==> config.mk <==
export PLATFORM = sky130hd
export DESIGN_NAME = fx_tx_encoder
export DESIGN_NICKNAME = d
export VERILOG_FILES = /design/src/rtl/fx_tx_pkg.sv /design/src/rtl/fx_tx_framer.sv /design/src/rtl/fx_tx_scrambler.sv /design/src/rtl/fx_tx_encoder.sv
export SDC_FILE = /design/constraint.sdc
export NUM_CORES = 1
export LEC_CHECK = 0
export BUFFER_PORTS_ARGS = -buffer_cell sky130_fd_sc_hd__buf_2
export CAP_MARGIN = 20
export CORE_ASPECT_RATIO = 1.4
export CORE_MARGIN = 5
export CORE_UTILIZATION = 35
export DETAILED_ROUTE_END_ITERATION = 12
export GPL_TIMING_DRIVEN = 0
export HOLD_SLACK_MARGIN = 0.02
export PLACE_DENSITY_LB_ADDON = 0.08
export SYNTH_ARGS = -nofsm -noshare
export SYNTH_HDL_FRONTEND = slang
export SYNTH_SLANG_ARGS = --single-unit
==> constraint.sdc <==
create_clock -name clk_i -period 2.5 [get_ports clk_i]
set_input_delay 0.125 -clock clk_i [delete_from_list [all_inputs] [get_ports clk_i]]
set_output_delay 0.125 -clock clk_i [all_outputs]
set_load 0.1 [all_outputs]
==> src/rtl/fx_tx_pkg.sv <==
package fx_tx_pkg;
  localparam int unsigned SYM_W = 5;
  localparam int unsigned NIB_W = 4;

  typedef logic [SYM_W-1:0] sym_t;

  localparam sym_t CG_IDLE = 5'b11111;
  localparam sym_t CG_J    = 5'b11000;
  localparam sym_t CG_K    = 5'b10001;
  localparam sym_t CG_T    = 5'b01101;
  localparam sym_t CG_R    = 5'b00111;
  localparam sym_t CG_H    = 5'b00100;

  typedef enum logic [1:0] {
    FR_IDLE,
    FR_K,
    FR_DATA,
    FR_R
  } fr_state_e;

  function automatic sym_t map_nibble(input logic [NIB_W-1:0] nib);
    sym_t s;
    case (nib)
      4'h0: s = 5'b11110;
      4'h1: s = 5'b01001;
      4'h2: s = 5'b10100;
      4'h3: s = 5'b10101;
      4'h4: s = 5'b01010;
      4'h5: s = 5'b01011;
      4'h6: s = 5'b01110;
      4'h7: s = 5'b01111;
      4'h8: s = 5'b10010;
      4'h9: s = 5'b10011;
      4'hA: s = 5'b10110;
      4'hB: s = 5'b10111;
      4'hC: s = 5'b11010;
      4'hD: s = 5'b11011;
      4'hE: s = 5'b11100;
      default: s = 5'b11101;
    endcase
    return s;
  endfunction
endpackage

==> src/rtl/fx_tx_framer.sv <==
module fx_tx_framer
  import fx_tx_pkg::*;
(
  input  logic             clk_i,
  input  logic             rst_ni,
  input  logic [NIB_W-1:0] txd_i,
  input  logic             tx_en_i,
  input  logic             tx_er_i,
  output sym_t             sym_o
);
  fr_state_e state_q, state_d;
  sym_t      sym_base;

  always_comb begin
    state_d  = state_q;
    sym_base = CG_IDLE;
    unique case (state_q)
      FR_IDLE: begin
        if (tx_en_i) begin
          sym_base = CG_J;
          state_d  = FR_K;
        end
      end
      FR_K: begin
        if (tx_en_i) begin
          sym_base = CG_K;
          state_d  = FR_DATA;
        end else begin
          sym_base = CG_T;
          state_d  = FR_R;
        end
      end
      FR_DATA: begin
        if (tx_en_i) begin
          sym_base = map_nibble(txd_i);
        end else begin
          sym_base = CG_T;
          state_d  = FR_R;
        end
      end
      default: begin
        sym_base = CG_R;
        state_d  = FR_IDLE;
      end
    endcase
  end

  // error injection wins over any in-frame symbol, never over R
  assign sym_o = (tx_en_i && tx_er_i && state_q != FR_R) ? CG_H : sym_base;

  always_ff @(posedge clk_i or negedge rst_ni) begin
    if (!rst_ni) state_q <= FR_IDLE;
    else         state_q <= state_d;
  end
endmodule

==> src/rtl/fx_tx_scrambler.sv <==
module fx_tx_scrambler
  import fx_tx_pkg::*;
#(
  parameter int unsigned LFSR_W = 11,
  parameter int unsigned TAP    = 9,
  parameter logic [LFSR_W-1:0] SEED = '1
) (
  input  logic clk_i,
  input  logic rst_ni,
  input  sym_t sym_i,
  output sym_t ks_o,
  output sym_t code_o
);
  logic [LFSR_W-1:0] lfsr_q, lfsr_d;
  sym_t              ks;
  sym_t              code_q;

  always_comb begin
    logic [LFSR_W-1:0] s;
    logic              fb;
    s  = lfsr_q;
    ks = '0;
    for (int k = 0; k < int'(SYM_W); k++) begin
      fb = s[LFSR_W-1] ^ s[TAP-1];
      ks[SYM_W-1-k] = fb;
      s = {s[LFSR_W-2:0], fb};
    end
    lfsr_d = s;
  end

  always_ff @(posedge clk_i or negedge rst_ni) begin
    if (!rst_ni) begin
      lfsr_q <= SEED;
      code_q <= '0;
    end else begin
      lfsr_q <= lfsr_d;
      code_q <= sym_i ^ ks;
    end
  end

  assign ks_o   = ks;
  assign code_o = code_q;
endmodule

==> src/rtl/fx_tx_encoder.sv <==
module fx_tx_encoder
  import fx_tx_pkg::*;
#(
  parameter int unsigned LFSR_W = 11,
  parameter int unsigned TAP    = 9,
  parameter logic [LFSR_W-1:0] SEED = '1
) (
  input  logic       clk_i,
  input  logic       rst_ni,
  input  logic [3:0] txd_i,
  input  logic       tx_en_i,
  input  logic       tx_er_i,
  output logic [4:0] code_o
);
  sym_t sym_w;
  sym_t ks_w;

  fx_tx_framer i_framer (
    .clk_i   (clk_i),
    .rst_ni  (rst_ni),
    .txd_i   (txd_i),
    .tx_en_i (tx_en_i),
    .tx_er_i (tx_er_i),
    .sym_o   (sym_w)
  );

  fx_tx_scrambler #(
    .LFSR_W (LFSR_W),
    .TAP    (TAP),
    .SEED   (SEED)
  ) i_scr (
    .clk_i  (clk_i),
    .rst_ni (rst_ni),
    .sym_i  (sym_w),
    .ks_o   (ks_w),
    .code_o (code_o)
  );
endmodule

=== After elaboration in Yosys (flattened, before gate mapping) ===
Memory sizes are Yosys's and may differ from the RTL's.
Cells that the tools add are included.

* Multiplexer cells: 9
* Reductions and logical operators: 4
* Eq/ne operators: 5
* Bitwise logic cells: 6

{| class="wikitable"
|+ Operator list
! operator !! number
|-
| $mux W5 || 3
|-
| $pmux W5 S3 || 1
|-
| $ne A2 B2 Y1 const B || 3
|-
| $pmux W2 S3 || 1
|-
| $xor A1 B1 Y1 || 5
|-
| $xor A5 B5 Y5 || 1
|-
| $mux W2 || 2
|-
| $mux W3 || 1
|-
| $eq A2 B1 Y1 const B || 1
|-
| $eq A2 B2 Y1 const B || 1
|-
| $logic_and A1 B1 Y1 || 2
|-
| $logic_not A2 Y1 || 1
|-
| $reduce_and A2 Y1 || 1
|-
| $mux W1 || 1
|}

* Flip-flop bits (word level): 18
* Memory bits (read-only): 80
* Memories kept: 1
* Word-level logic and storage cells: 28
* Input bits: 8

{| class="wikitable"
|+ Memory list
! memory !! words !! bits a word !! read ports !! clocked after memory_dff !! wr ports !! line !! text
|-
| (no name shown) || 16 || 5 || 1 || 0 || 0 || fx_tx_pkg.sv:23 || <nowiki>case (nib)</nowiki>
|}

=== Logic depth before layout (Yosys ltp) ===
Gate-level depths: netlist of run 1.
An unclocked memory read counts as a cell.

* Word-level depth: 5
* Depth in mapped cells: 7
* Mapped depth without buffers: 6

=== Hierarchy ===
Synthesis of run 1 repeated with hierarchy kept, for this count alone.

* Cell total of the unflattened synthesis: 72
* Area, all modules: 915.9 µm²

{| class="wikitable"
|+ By module, submodules not included
! module !! seq. area each (µm²) !! cells each !! instances !! area an instance (µm²)
|-
| fx_tx_scrambler || 414.1 || 26 || 1 || 580.6
|-
| fx_tx_framer || 50.0 || 46 || 1 || 335.3
|}

=== Worst setup path before layout of run 1 ===
No wires, ideal clock.

* Path type: flip-flop to flip-flop
* Start: register i_framer.state_q[0]
* End: register i_scr.code_q[0] (netlist: i_scr.code_o[0])
* Stages on the path, launching flop included: 7
* Path buffers: 0
* Library setup time: 0.080 ns
* Arrival time: 1.405 ns
* Setup slack: 1.015 ns
* Cell sequence: dfrtp_1 -> inv_1 -> ha_1 -> and2b_1 -> o21a_1 -> a211oi_2 -> xnor2_1

* Cells in the longest elaborated chain, start to end: 4
* Elaborated cells between the ends (all ways): 8
* Those cells by class: 3 x eq/ne; 2 x mux; 1 x bitwise; 2 x reduce/logical

{| class="wikitable"
|+ RTL lines
! element !! line !! text
|-
| from (decl) || fx_tx_framer.sv:11 || <nowiki>fr_state_e state_q, state_d;</nowiki>
|-
| from (signal assigned) || fx_tx_framer.sv:53 || <nowiki>else state_q <= state_d;</nowiki>
|-
| $eq A2 B2 Y1 (tied with other cells) || fx_tx_framer.sv:17 || <nowiki>unique case (state_q)</nowiki>
|-
| $pmux W5 S3 / $logic_and A1 B1 Y1 (equally long branches) || fx_tx_framer.sv:17, fx_tx_framer.sv:49 ||
|-
| $mux W5 * || fx_tx_framer.sv:49 || <nowiki>assign sym_o = (tx_en_i && tx_er_i && state_q != FR_R) ? CG_H : sym_base;</nowiki>
|-
| $xor A5 B5 Y5 * || fx_tx_scrambler.sv:37 || <nowiki>code_q <= sym_i ^ ks;</nowiki>
|-
| to (signal assigned) || fx_tx_scrambler.sv:37 ||
|-
| to (decl) || fx_tx_scrambler.sv:16 || <nowiki>sym_t code_q;</nowiki>
|}

Every way passes the cells marked *; elsewhere a longest branch is shown, timed or not.
A chain may end at the register's enable or synchronous reset.

=== Final worst setup path of run 1 ===
Ends and elaborated chain as after synthesis.

==> results summary, run 1 <==
The clock slew at the register clock pins of the worst setup and hold paths is 0.09 ns. Summed over all nets, the switching power comes to 0.0006031 W. The slew of the pin with the lowest slew margin came out at 0.4842 ns.

The instance area after placement came out at 988.4 µm². The final route contains 598 vias. Leaving out fill and tap cells, the most frequent cells in the layout are 13 x sky130_fd_sc_hd__buf_2, 11 x sky130_fd_sc_hd__dfstp_2, 7 x sky130_fd_sc_hd__nor2_1, 7 x sky130_fd_sc_hd__dfrtp_1, 5 x sky130_fd_sc_hd__xor2_1. The total overflow reported by the global router is 0. TritonCTS built the clock tree. The type of the worst min-delay path is in -> reg. Wires add up to 1562 µm.

The switching share of power is 49.95%. Once the floorplan was initialized, standard cells occupied 36.65% of the core. For the worst setup path, the data required time is 2.71 ns. Adding up every negative setup slack in the final design gives 0 ns. The cell count of the worst hold path is 4. The count of routing violations after the opening detailed-route iteration is 4. The clock net sink count came out at 18.

The post-route standard cell area excluding fillers is 1025 µm². The clock latency at the later pin of the worst-skew pair came out at 0.28 ns. The CTS H-tree depth came out at 1. Setup repair after global routing left no endpoint under its margin.

The worst setup path is of the reg -> reg kind. Subtracting the final worst setup slack from the clock period gives 1.666 ns. The post-synthesis instance total is 76. The final hold violation count came out at 0. The internal portion of the total power is 0.0006042 W. Synthesis inferred 18 register bits. When the netlist entered floorplanning its net count stood at 88. In the finished design, the share of the clock period the worst path needs comes to 66.63%.

The cell sitting at the root of the clock tree is a sky130_fd_sc_hd__clkbuf_4. Among cell families on the critical path, the largest total delay comes from compound AO/OA/AOI/OAI gates. At the end of the flow the core is filled with cells to 42.39%.

The worst register-to-register path ends at i_scr.code_o[0]. The via density per instance is 4.709. The HPWL after detailed placement came out at 1216 µm. The largest fanout of any net on the critical path is 7. The final routed wire length divided by cell count came out at 12.30 µm.

The part of the power in registers is 30.6%. The number of max-slew violations in the final report was 0. The setup violation total in the final timing report is 0. Clock skew on the completed layout was measured at 0.0009063 ns.

Of the total power, the clock network draws 11.6%. Leaving out fill and tap cells, the most frequent cell in the layout is sky130_fd_sc_hd__buf_2. Synthesis instantiated 32 different standard cells from the library. The overall global routing resource usage came out at 9.949%. The critical path goes through inv_1, ha_1, and2b_1, o21a_1, a211oi_2, xnor2_1. The routability congestion estimate from global placement came out at 0.7439. The number of buffer and inverter stages on the critical path came out at 1.

The via count of the first global-routing pass is 584. The path with the worst hold slack has its endpoint at i_scr.code_o[4]. The synthesis warning total is 0. Headroom to the max-slew limit came out at 67.94%. The worst hold path begins at txd_i[3].

The slowest cell on the critical path is sky130_fd_sc_hd__dfrtp_1. The number of cells traversed by the worst register-to-register path is 6. The cell area power density came out at 1178 nW/µm².

STA classifies the critical path endpoint as a flip-flop. After synthesis the cells add up to 885.9 µm². After clock tree synthesis, the repair step resized 0 gates. The area enclosed by the die boundary is 3651 µm². The initial antenna violation count was 0. The highest clock frequency the design can meet is 0.6003 GHz.

The standard-cell row count came out at 21. The count of buffers from port buffering came out at 12. The final-stage net count is 106. The worst setup path is launched from a flip-flop. The maximum resistive drop on vdd came out at 0.4031 mV. The total core area is 2417 µm². The number of max-cap violations is 0. The number of antenna repair diodes is 0. The die boundary width came out at 52.52 µm. The post-layout instance count excluding filler cells came out at 127. The worst register-to-register path begins at i_framer.state_q[0]. The total power after layout is 0.001207 W. The clock buffer count from CTS came out at 3.

The maximum number of pins on one net before global-route repair came out at 19. The setup check on the worst reg-to-reg path leaves a slack of 0.83 ns. The delay of the slowest cell on the worst path came out at 0.41 ns. The signal arrival time at the worst endpoint came out at 1.87 ns.

The residual antenna-violating net count after detailed routing is 0. The signed area change from the synthesized netlist to the final layout came out at 15.68%. The mean post-synth cell area came out at 11.66 µm². The die outline height came out at 69.53 µm.

The logic gate share of total power came out at 57.8%. The number of placed instances, taps included came out at 122. Of the cells placed in the final design, the portion with a size suffix greater than 1 is 36.56%. The global-route wire length before repair came out at 2718 µm. The longest clock path from root to sink contains 2 buffers.

The leakage component of the power is 0.4620 nW. The run finished with clean final reports. For this design the top-level I/O count stands at 13.

The first-pass iteration count of the detailed router came out at 4. Of the synthesized area, sequential elements account for 52.40%. For this run, design rule violations remaining after detail routing come to 0.
==> worst max path at each step <==
stage,cells past startpoint,to,startpoint,slack [ns]
2_1_floorplan,6,i_scr.code_o[0],i_framer.state_q[0],1.02
3_3_place_gp,6,i_scr.code_o[0],i_framer.state_q[0],0.85
3_5_place_dp,6,i_scr.code_o[0],i_framer.state_q[0],0.86
4_1_cts,6,i_scr.code_o[0],i_framer.state_q[0],0.81
5_1_grt,7,i_scr.code_o[4],i_framer.state_q[0],0.70
6_report,6,i_scr.code_o[0],i_framer.state_q[0],0.83
==> sequential cells by signal, summed over array words and instances, names as in the netlist <==
signal            cells
i_framer.state_q      2
i_scr.lfsr_q         11
i_scr.code_o          5
==> cell type report <==
type                       count  area, µm²
buffer                         2      12.51
clock buffer                   4      26.28
fill                         253       1393
inverter                       4      15.01
multi-input combinational     52      394.1
sequential                    18      464.2
tap                           34      42.54
timing repair buffer          13      70.07
==> worst min-delay path: cells and delay by family <==
family / cells / cell delay, ns
AND/OR/NAND/NOR: 1 / 0.13
buffers and inverters: 1 / 0.13
AO/OA/AOI/OAI: 2 / 0.13
==> cells in the mapped netlist <==
cell type | instances | area share, %
sky130_fd_sc_hd__nor2b_1 | 2 | 1.4
sky130_fd_sc_hd__nor2_1 | 7 | 3.0
sky130_fd_sc_hd__o21a_1 | 1 | 0.85
sky130_fd_sc_hd__a221oi_2 | 1 | 1.7
sky130_fd_sc_hd__a211oi_2 | 2 | 2.8
sky130_fd_sc_hd__o211ai_1 | 1 | 0.85
sky130_fd_sc_hd__or3_1 | 1 | 0.71
sky130_fd_sc_hd__o21ai_0 | 4 | 2.3
sky130_fd_sc_hd__a2bb2oi_1 | 1 | 0.99
sky130_fd_sc_hd__nand4b_1 | 2 | 2.0
sky130_fd_sc_hd__a211oi_1 | 1 | 0.85
sky130_fd_sc_hd__a21oi_1 | 2 | 1.1
sky130_fd_sc_hd__inv_2 | 1 | 0.42
sky130_fd_sc_hd__xnor2_1 | 3 | 3.0
sky130_fd_sc_hd__buf_4 | 1 | 0.85
sky130_fd_sc_hd__dfrtp_1 | 7 | 20
sky130_fd_sc_hd__buf_2 | 1 | 0.56
sky130_fd_sc_hd__nor3_2 | 1 | 1.1
sky130_fd_sc_hd__o32a_1 | 1 | 1.1
sky130_fd_sc_hd__xor2_1 | 5 | 4.9
sky130_fd_sc_hd__ha_1 | 4 | 5.6
sky130_fd_sc_hd__a311oi_1 | 1 | 0.99
sky130_fd_sc_hd__a221o_1 | 1 | 1.1
sky130_fd_sc_hd__o21bai_1 | 1 | 0.85
sky130_fd_sc_hd__nand2_1 | 4 | 1.7
sky130_fd_sc_hd__nand2b_1 | 2 | 1.4
sky130_fd_sc_hd__nor3_1 | 1 | 0.56
sky130_fd_sc_hd__dfstp_2 | 11 | 33
sky130_fd_sc_hd__and2b_1 | 1 | 0.85
sky130_fd_sc_hd__o31ai_1 | 1 | 0.85
sky130_fd_sc_hd__inv_1 | 3 | 1.3
sky130_fd_sc_hd__xor2_2 | 1 | 1.8
==> routing by layer <==
metal	part of all wire [%]	vias up	global-route usage, %	wire [µm]
met3	2.6	2	0.6452	40
met5	0	-	0	0
li1	-	296	-	-
met4	2.2	0	6.818	34
met1	45	290	13.09	698
met2	51	10	15.06	789
==> timing repair <==
item / CTS / global route
hold buffers: 1 / 0
hold endpoints to repair: 7 / 0
setup buffers: 0 / 0
endpoints found under the setup margin: 0 / 0
==> per-stage QoR <==
step / setup slack (ns) / hold WS [ns]
final: 0.8342 / 0.2732
after floorplan: 1.015 / -0.1706
after CTS: 0.8095 / 0.2596
after detailed placement: 0.8563 / 0.06811
after global routing: 0.7032 / 0.3005
after global placement: 0.8481 / 0.06551
==> power by group through the flow <==
stage	clock, W	sequential [W]	combinational, W
2_1_floorplan	0	0.000658	0.000296
3_3_place_gp	0	0.000374	0.000702
3_5_place_dp	0	0.000375	0.000701
4_1_cts	0.000150	0.000370	0.000704
5_1_grt	0.000161	0.000375	0.000752
6_report	0.000140	0.000369	0.000698
==> kinds of logic after synthesis <==
group	share of synthesized area, %
AO/OA/AOI/OAI	16.39
XOR/XNOR	9.747
adder cells (fa/ha/maj)	5.650
buffers and inverters	3.107
flip-flops	52.40
AND/OR/NAND/NOR	12.71
(Power assumes the default switching activity.)
==> run 2, diff against run 1 <==
ABC_AREA = 1   (was not set)
clock period = 1.5 ns   (was 2.5 ns; I/O delays follow)
==> results summary, run 2 <==
The flip-flop count of the largest register after layout was 11 (unchanged). The residual DRC count came out at 0 (unchanged). The routability congestion estimate from global placement came out at 0.7568 (+1.7%). The count of buffers from port buffering is 11 (-1). The synthesized netlist net count came to 98 (+11%). The total wirelength of the detailed-routed design was 1507 µm (-3.5%). The synthesis warning total came to 0 (unchanged). The worst setup path is launched from a flip-flop.

The final critical-path setup slack came out at 0.09692 ns (-0.7372 ns). Setup repair after global routing could not meet its margin everywhere. The global-route wire length before repair came out at 2635 µm (-3.1%). The number of top-level pins came out at 13 (unchanged).

The final hold violation count came out at 0 (unchanged). The number of synthesized flops with an enable pin is 0 (unchanged). TritonCTS built the clock tree. The via count of the first global-routing pass came out at 654 (+12%). The total power after layout is 0.002013 W (+67%). The clock slew at the register clock pins of the worst setup and hold paths came out at 0.10 ns (about the same). The setup violation total in the final timing report is 0 (unchanged).

The final-stage net count is 115 (+8.5%). The total core area is 2365 µm² (-2.2%). The total via count after detailed routing is 598 (unchanged). The kind of critical path is reg -> reg. The biggest area contributor in the post-synthesis netlist is sky130_fd_sc_hd__dfstp_2. The number of buffers on the longest clock path came out at 2 (unchanged). The post-placement setup slack came out at 0.1239 ns (-0.7324 ns). The fraction of final layout cells sized beyond drive strength 1 was 35.29% (-1.3 points). The signal arrival time at the worst endpoint was 1.58 ns (-0.29 ns). The critical path's top delay family is flip-flops. The share of the synthesized area in the top cell type is 33.97% (+1.3 points). STA classifies the critical path endpoint as a flip-flop. The utilization after layout came out at 41.90% (-0.49 points).

The number of unique standard cell types used by synthesis is 20 (-38%). The post-route minimum period is 1.403 ns (-0.2628 ns). The worst-case clock skew is 0.004755 ns (+0.003849 ns). The leakage component of the power was 0.5014 nW (+8.5%). Walking the worst path, the cells encountered are inv_1, ha_2, inv_2, nor2_4, nor2_1, nand3b_1, nand2_1, xnor2_2. The slew of the pin with the lowest slew margin came out at 0.4873 ns (+0.003123 ns). The cell area power density came out at 2031 nW/µm² (+72%). The number of antenna repair diodes is 0 (unchanged). The library cell used most frequently in the layout, excluding fill and tap cells, is sky130_fd_sc_hd__nand2_1.

The total area of multi-input combinational cells came out at 336.6 µm² (-15%). The number of max-cap violations came out at 0 (unchanged). The maximum resistive drop on vdd is 0.7796 mV (+93%). The signed area change from the synthesized netlist to the final layout is 16.47%. The clock latency at the later pin of the worst-skew pair came out at 0.28 ns (about the same). The combined area of all synthesized cells came out at 850.8 µm² (-4.0%). The most used flip-flop cell after synthesis is sky130_fd_sc_hd__dfstp_2. The number of fill cells in the layout is 237 (-6.3%).

The count of routing violations after the opening detailed-route iteration came out at 14 (+10). The clock net sink count is 18 (unchanged). The delay of the slowest cell on the worst path was 0.42 ns (about the same). In the layout the commonest cells are 17 x sky130_fd_sc_hd__nand2_1, 11 x sky130_fd_sc_hd__dfstp_2, 11 x sky130_fd_sc_hd__buf_2, 10 x sky130_fd_sc_hd__inv_1, 10 x sky130_fd_sc_hd__nand3_1. The post-layout instance count excluding filler cells came out at 125 (-1.6%). Sorting the synthesized cells by area gives the leading types as sky130_fd_sc_hd__dfstp_2 34%, sky130_fd_sc_hd__dfrtp_1 21%, sky130_fd_sc_hd__nand2_1 7.5%. The most common cell in the synthesized netlist is sky130_fd_sc_hd__nand2_1. The area enclosed by the die boundary came out at 3531 µm² (-3.3%). The highest clock frequency the design can meet came out at 0.7127 GHz (+19%).

The die outline height is 68.34 µm (-1.7%). The ratio of final minimum period to clock period is 93.54% (+27 points). The standard-cell row count came out at 21 (unchanged). The HPWL after detailed placement is 1201 µm (-1.3%). The first-pass iteration count of the detailed router came out at 5 (+1). The post-synthesis instance total was 86 (+13%). The cell sitting at the root of the clock tree is a sky130_fd_sc_hd__clkbuf_4.

The sequential cell area in the final layout came to 464.2 µm² (unchanged). The largest fanout of any net on the critical path came out at 3 (-4). The die boundary width is 51.67 µm (-1.6%). The register containing the most flip-flops in the final layout is i_scr.lfsr_q. The number of buffer and inverter stages on the critical path is 2 (+1). The final routed wire length divided by cell count is 12.06 µm (-2.0%). The mean post-synth cell area is 9.893 µm² (-15%).

The part of the Yosys area used for sequential elements came out at 54.56% (+2.2 points). On the critical path, the stage with the largest delay is an instance of sky130_fd_sc_hd__dfrtp_1. The via density per instance is 4.784 (+1.6%). The CTS H-tree depth came to 1 (unchanged).

The initial antenna violation count is 0 (unchanged). The worst hold path belongs to the class in -> reg. The clock buffer count from CTS is 3 (unchanged). The number of flip-flops and latches in the synthesized netlist came out at 18 (unchanged).

The number of max-slew violations in the final report was 0 (unchanged). The effective utilization at floorplan is 35.98% (-0.67 points). The number of placed instances, taps included came to 120 (-1.6%). The overall global routing resource usage is 10.19% (+0.24 points). The run finished with clean final reports.

The residual antenna-violating net count after detailed routing was 0 (unchanged). Sorting the synthesized cells by how often they occur yields 17 x sky130_fd_sc_hd__nand2_1, 11 x sky130_fd_sc_hd__dfstp_2, 10 x sky130_fd_sc_hd__inv_1, 10 x sky130_fd_sc_hd__nand3_1, 7 x sky130_fd_sc_hd__dfrtp_1. The total setup buffers inserted after CTS is 0 (unchanged).

The relative slew slack came out at 67.73% (-0.21 points). The maximum number of pins on one net before global-route repair is 19 (unchanged). The total overflow reported by the global router came out at 0 (unchanged). The async set-or-reset flop fraction in the synthesized netlist came out at 100.0% (unchanged). The endpoint required time on the critical path came out at 1.67 ns (-1.04 ns).
run 2: cell types whose count changed in the layout (fill, tap and decap cells not counted), moves of 2 or more:
cell,before,now
sky130_fd_sc_hd__nand3_1,0,10
sky130_fd_sc_hd__nor2_1,7,2
sky130_fd_sc_hd__nor2b_1,2,0
sky130_fd_sc_hd__nand2b_1,2,0
sky130_fd_sc_hd__a21oi_1,2,0
sky130_fd_sc_hd__buf_2,13,11
sky130_fd_sc_hd__inv_1,3,10
sky130_fd_sc_hd__inv_2,1,3
sky130_fd_sc_hd__a211oi_2,2,0
sky130_fd_sc_hd__nand2_1,4,17
sky130_fd_sc_hd__o21ai_1,0,3
sky130_fd_sc_hd__nand4b_1,2,0
run 2: worst paths after layout:
path | slack, ns | cells after the start | endpoint | startpoint
setup / recovery | 0.1 | 8 | i_scr.code_o[0] | i_framer.state_q[0]
hold / removal | 0.14 | 4 | i_scr.code_o[4] | tx_er_i
setup reg to reg | 0.1 | 8 | i_scr.code_o[0] | i_framer.state_q[0]
hold reg to reg | 0.36 | 0 | i_scr.lfsr_q[5] | i_scr.lfsr_q[0]
max in group asynchronous | 0.95 | 2 | i_scr.lfsr_q[3] | rst_ni
min in group asynchronous | 0.23 | 2 | i_framer.state_q[0] | rst_ni
run 2: cell type report:
cell class	count	share of cell area (%)
clock buffers	4	3.662
plain buffers	1	1.136
repair buffers	12	6.566
multi-input cells	54	33.96
well taps	23	2.904
flip-flops and latches	18	46.84
inverters	13	4.924
run 2: what timing repair did:
action                                  4_1_cts  5_1_grt
hold buffers                                  1        0
endpoints found under the setup margin        0        1
resized for setup                             0        2
hold endpoints to repair                     18        0
run 2: cell families after synthesis:
logic type               Yosys count  synth area share, %
adder cells (fa/ha/maj)            4                5.883
AO/OA/AOI/OAI                      7                4.558
flip-flops                        18                54.56
buffers and inverters             14                7.059
XOR/XNOR                           8                8.236
AND/OR/NAND/NOR                   35                19.71
run 2: worst min-delay path, stage by stage:
cell	delay, ns
sky130_fd_sc_hd__buf_2	0.10
sky130_fd_sc_hd__a21oi_2	0.08
sky130_fd_sc_hd__nand3_1	0.08
sky130_fd_sc_hd__nand2_1	0.05
run 2: layer usage:
| layer | part of all wire, % | vias to the layer above | GRT usage [%] | wire length, µm |
|---|---|---|---|---|
| met5 | 0 | - | 0 | 0 |
| met4 | 2.1 | 0 | 8.197 | 31 |
| met3 | 4.6 | 4 | 1.743 | 69 |
| met2 | 51 | 18 | 17.83 | 770 |
| met1 | 42 | 277 | 10.60 | 635 |
| li1 | - | 299 | - | - |
run 2: per-stage QoR:
step / area [µm²] / hold slack (ns) / setup TNS [ns]
floorplan: 850.8 / -0.2206 / 0
global placement: 934.6 / 0.01478 / 0
detailed placement: 934.6 / 0.01898 / 0
CTS: 980.9 / 0.1263 / 0
global route: 991.0 / 0.1640 / -0.009921
finish: 991.0 / 0.1369 / 0
run 2: where the power goes:
part | internal (W) | switching (W)
clock | 0.000148 | 0.000137
sequential | 0.000579 | 0.0000369
combinational | 0.000280 | 0.000831
==> run 3, diff against run 2 <==
PLACE_DENSITY_LB_ADDON = 0.3   (was 0.08)
==> results summary, run 3 (synthesis gave the netlist of run 2 again) <==
The sequential cell area in the final layout was 464.2 µm² (unchanged). The CTS H-tree depth came out at 1 (unchanged). The worst reg-to-reg setup slack came to 0.13 ns (+0.03 ns). The part of the power in registers came out at 31.8% (+1.2 points). The final routed wire length divided by cell count is 11.26 µm (-6.6%).

The worst-case hold path end point is i_scr.code_o[2]. The ratio of final minimum period to clock period came out at 91.63% (-1.9 points). The maximum resistive drop on vdd came out at 0.7138 mV (-8.4%). Traced cell by cell, the critical path runs through inv_1, ha_2, inv_2, nor2_4, nor2_1, nand3b_1, nand2_1, xnor2_1. The met1 global-route usage is 10.63% (+0.029 points). The area enclosed by the die boundary came to 3531 µm² (unchanged). The slowest stage of the critical path is the sky130_fd_sc_hd__dfrtp_1 cell. met2 is the most crowded layer. The cell count of the worst hold path is 4 (unchanged).

The final-stage net count came to 115 (unchanged). The met2 demand-to-capacity share in global routing is 16.08% (-1.8 points). The largest fanout of any net on the critical path is 3 (unchanged). The residual antenna-violating net count after detailed routing came out at 0 (unchanged). The number of top-level pins came out at 13 (unchanged). The number of max-slew violations in the final report came to 0 (unchanged).

The endpoint required time on the critical path is 1.67 ns (about the same). In the layout the commonest cells are 17 x sky130_fd_sc_hd__nand2_1, 11 x sky130_fd_sc_hd__dfstp_2, 11 x sky130_fd_sc_hd__buf_2, 10 x sky130_fd_sc_hd__inv_1, 10 x sky130_fd_sc_hd__nand3_1. The post-route minimum period is 1.374 ns (-0.02866 ns). The cell area power density is 1995 nW/µm² (-1.8%).

The aggregate negative setup slack is 0 ns (unchanged). The effective utilization at floorplan is 35.98% (unchanged). The leakage component of the power was 0.4901 nW (-2.3%). The worst hold path belongs to the class in -> reg. The maximum number of pins on one net before global-route repair came out at 19 (unchanged). The count of buffers from port buffering came out at 11 (unchanged). The endpoint identified for the worst register-to-register timing path is i_scr.code_o[0]. The worst setup path is launched from a flip-flop. Setup repair after global routing left no endpoint under its margin. The slew of the pin with the lowest slew margin came to 0.4854 ns (-0.001988 ns). The portion of total power attributed to the clock network is 12.2% (-2.0 points).

The global-route wire length before repair came out at 2449 µm (-7.1%). The die boundary width came out at 51.67 µm (unchanged). The logic gate share of total power is 56.0% (+0.8 points).

The final hold violation count came to 0 (unchanged). The signal arrival time at the worst endpoint is 1.54 ns (-0.04 ns). The clock net sink count is 18 (unchanged). The signed area change from the synthesized netlist to the final layout is 14.41%. The via density per instance was 4.536 (-5.2%). The delay of the slowest cell on the worst path came out at 0.42 ns (about the same). By startpoint and endpoint, the worst setup path is classified as reg -> reg. The total overflow reported by the global router is 0 (unchanged). The HPWL after detailed placement is 1139 µm (-5.1%). The number of placed instances, taps included was 120 (unchanged).

The root buffer cell chosen for the clock tree is sky130_fd_sc_hd__clkbuf_4. STA classifies the critical path endpoint as a flip-flop. The number of buffers on the longest clock path came out at 2 (unchanged).

The die outline height is 68.34 µm (unchanged). The met3 layer usage reported by global route came out at 0.8715% (-0.87 points). The flip-flop count of the largest register after layout was 11 (unchanged). The relative slew slack is 67.87% (+0.13 points).

The standard-cell row count came out at 21 (unchanged). The clock slew at the register clock pins of the worst setup and hold paths is 0.09 ns (about the same). The total via count after detailed routing is 567 (-5.2%). The switching share of power came out at 51.02% (+1.1 points). The count of routing violations after the opening detailed-route iteration came to 4 (-10). The initial antenna violation count is 0 (unchanged).

The via count of the first global-routing pass is 596 (-8.9%). The number of antenna repair diodes was 0 (unchanged). The worst-case clock skew is 0.002968 ns (-0.001787 ns). The clock buffer count from CTS is 3 (unchanged). The routability congestion estimate from global placement came out at 0.8038 (+6.2%).

The number of cells traversed by the worst register-to-register path is 8 (unchanged). The setup violation total in the final timing report came out at 0 (unchanged). The total core area came out at 2365 µm² (unchanged). The highest clock frequency the design can meet is 0.7276 GHz (+2.1%). The fraction of final layout cells sized beyond drive strength 1 came to 33.33% (-2.0 points). The internal power is 0.0009513 W (-5.6%).

The utilization after layout is 41.16% (-0.74 points). The post-placement setup slack came out at 0.1290 ns (+0.005022 ns). The number of fill cells in the layout came out at 240 (+1.3%). The total area of multi-input combinational cells is 329.1 µm² (-2.2%). The residual DRC count is 0 (unchanged). The overall global routing resource usage came out at 9.881% (-0.31 points). The number of max-cap violations came out at 0 (unchanged).

Ranked by flip-flop count, first place goes to i_scr.lfsr_q. The net switching power came out at 0.0009909 W (-1.4%). The first-pass iteration count of the detailed router was 3 (-2). The final critical-path setup slack came out at 0.1256 ns (+0.02866 ns). The library cell used most frequently in the layout, excluding fill and tap cells, is sky130_fd_sc_hd__nand2_1. The TritonCTS clock tree is done. The post-layout instance count excluding filler cells came out at 125 (unchanged). The run finished with clean final reports. The clock latency at the later pin of the worst-skew pair is 0.28 ns (about the same). The startpoint identified for the worst register-to-register timing path is i_framer.state_q[1].

The worst hold path begins at tx_er_i. The total wirelength of the detailed-routed design was 1407 µm (-6.6%).
-- run 3: worst max-delay path by stage --
| stage | from | end | slack [ns] | cells after the start |
|---|---|---|---|---|
| 2_1_floorplan | i_framer.state_q[0] | i_scr.code_o[0] | 0.28 | 8 |
| 3_3_place_gp | i_framer.state_q[0] | i_scr.code_o[0] | 0.16 | 8 |
| 3_5_place_dp | i_framer.state_q[1] | i_scr.code_o[0] | 0.13 | 8 |
| 4_1_cts | i_framer.state_q[1] | i_scr.code_o[0] | 0.11 | 8 |
| 5_1_grt | i_framer.state_q[1] | i_scr.code_o[0] | 0.02 | 8 |
| 6_report | i_framer.state_q[1] | i_scr.code_o[0] | 0.13 | 8 |
-- run 3: area by class of cell --
class	instances	share of cell area [%]
Clock buffer	4	2.699
Timing Repair Buffer	12	6.684
Tap cell	23	2.956
Inverter	13	5.013
Buffer	1	1.157
Sequential cell	18	47.69
Multi-Input combinational cell	54	33.80
-- run 3: repair_timing --
item	4_1_cts	5_1_grt
setup buffers	0	0
gates resized for setup	0	1
hold buffers	1	0
hold endpoints to repair	18	0
setup endpoints to repair	0	1
-- run 3: power by group through the flow --
stage                     Combinational [W]  Sequential (W)  Clock, W
final                               0.00109        0.000617  0.000237
after global routing                0.00119        0.000630  0.000265
after CTS                           0.00109        0.000619  0.000251
after detailed placement            0.00109        0.000625         0
after global placement              0.00107        0.000622         0
after floorplan                    0.000445         0.00108         0
-- run 3: worst max-delay path, delay by kind of cell, from the launching register on --
kind,cells,cell delay (ns)
fa+ha+maj,1,0.21
simple gates,4,0.34
buf+inv,2,0.17
xor+xnor,1,0.13
flops,1,0.42
-- run 3: layer usage --
layer | share of wire, % | up-vias
met3 | 3.1 | 6
met4 | 5.1 | 0
met1 | 43 | 244
li1 | - | 302
met5 | 0 | -
met2 | 49 | 15
-- run 3: stage by stage --
step,hold WS (ns),instance area (µm²),total power (W)
after floorplan,-0.2206,850.8,0.001523
after global placement,0.008763,934.6,0.001697
after detailed placement,0.01290,934.6,0.001718
after CTS,0.1167,970.9,0.001961
after global routing,0.1464,973.4,0.002082
final,0.1334,973.4,0.001942
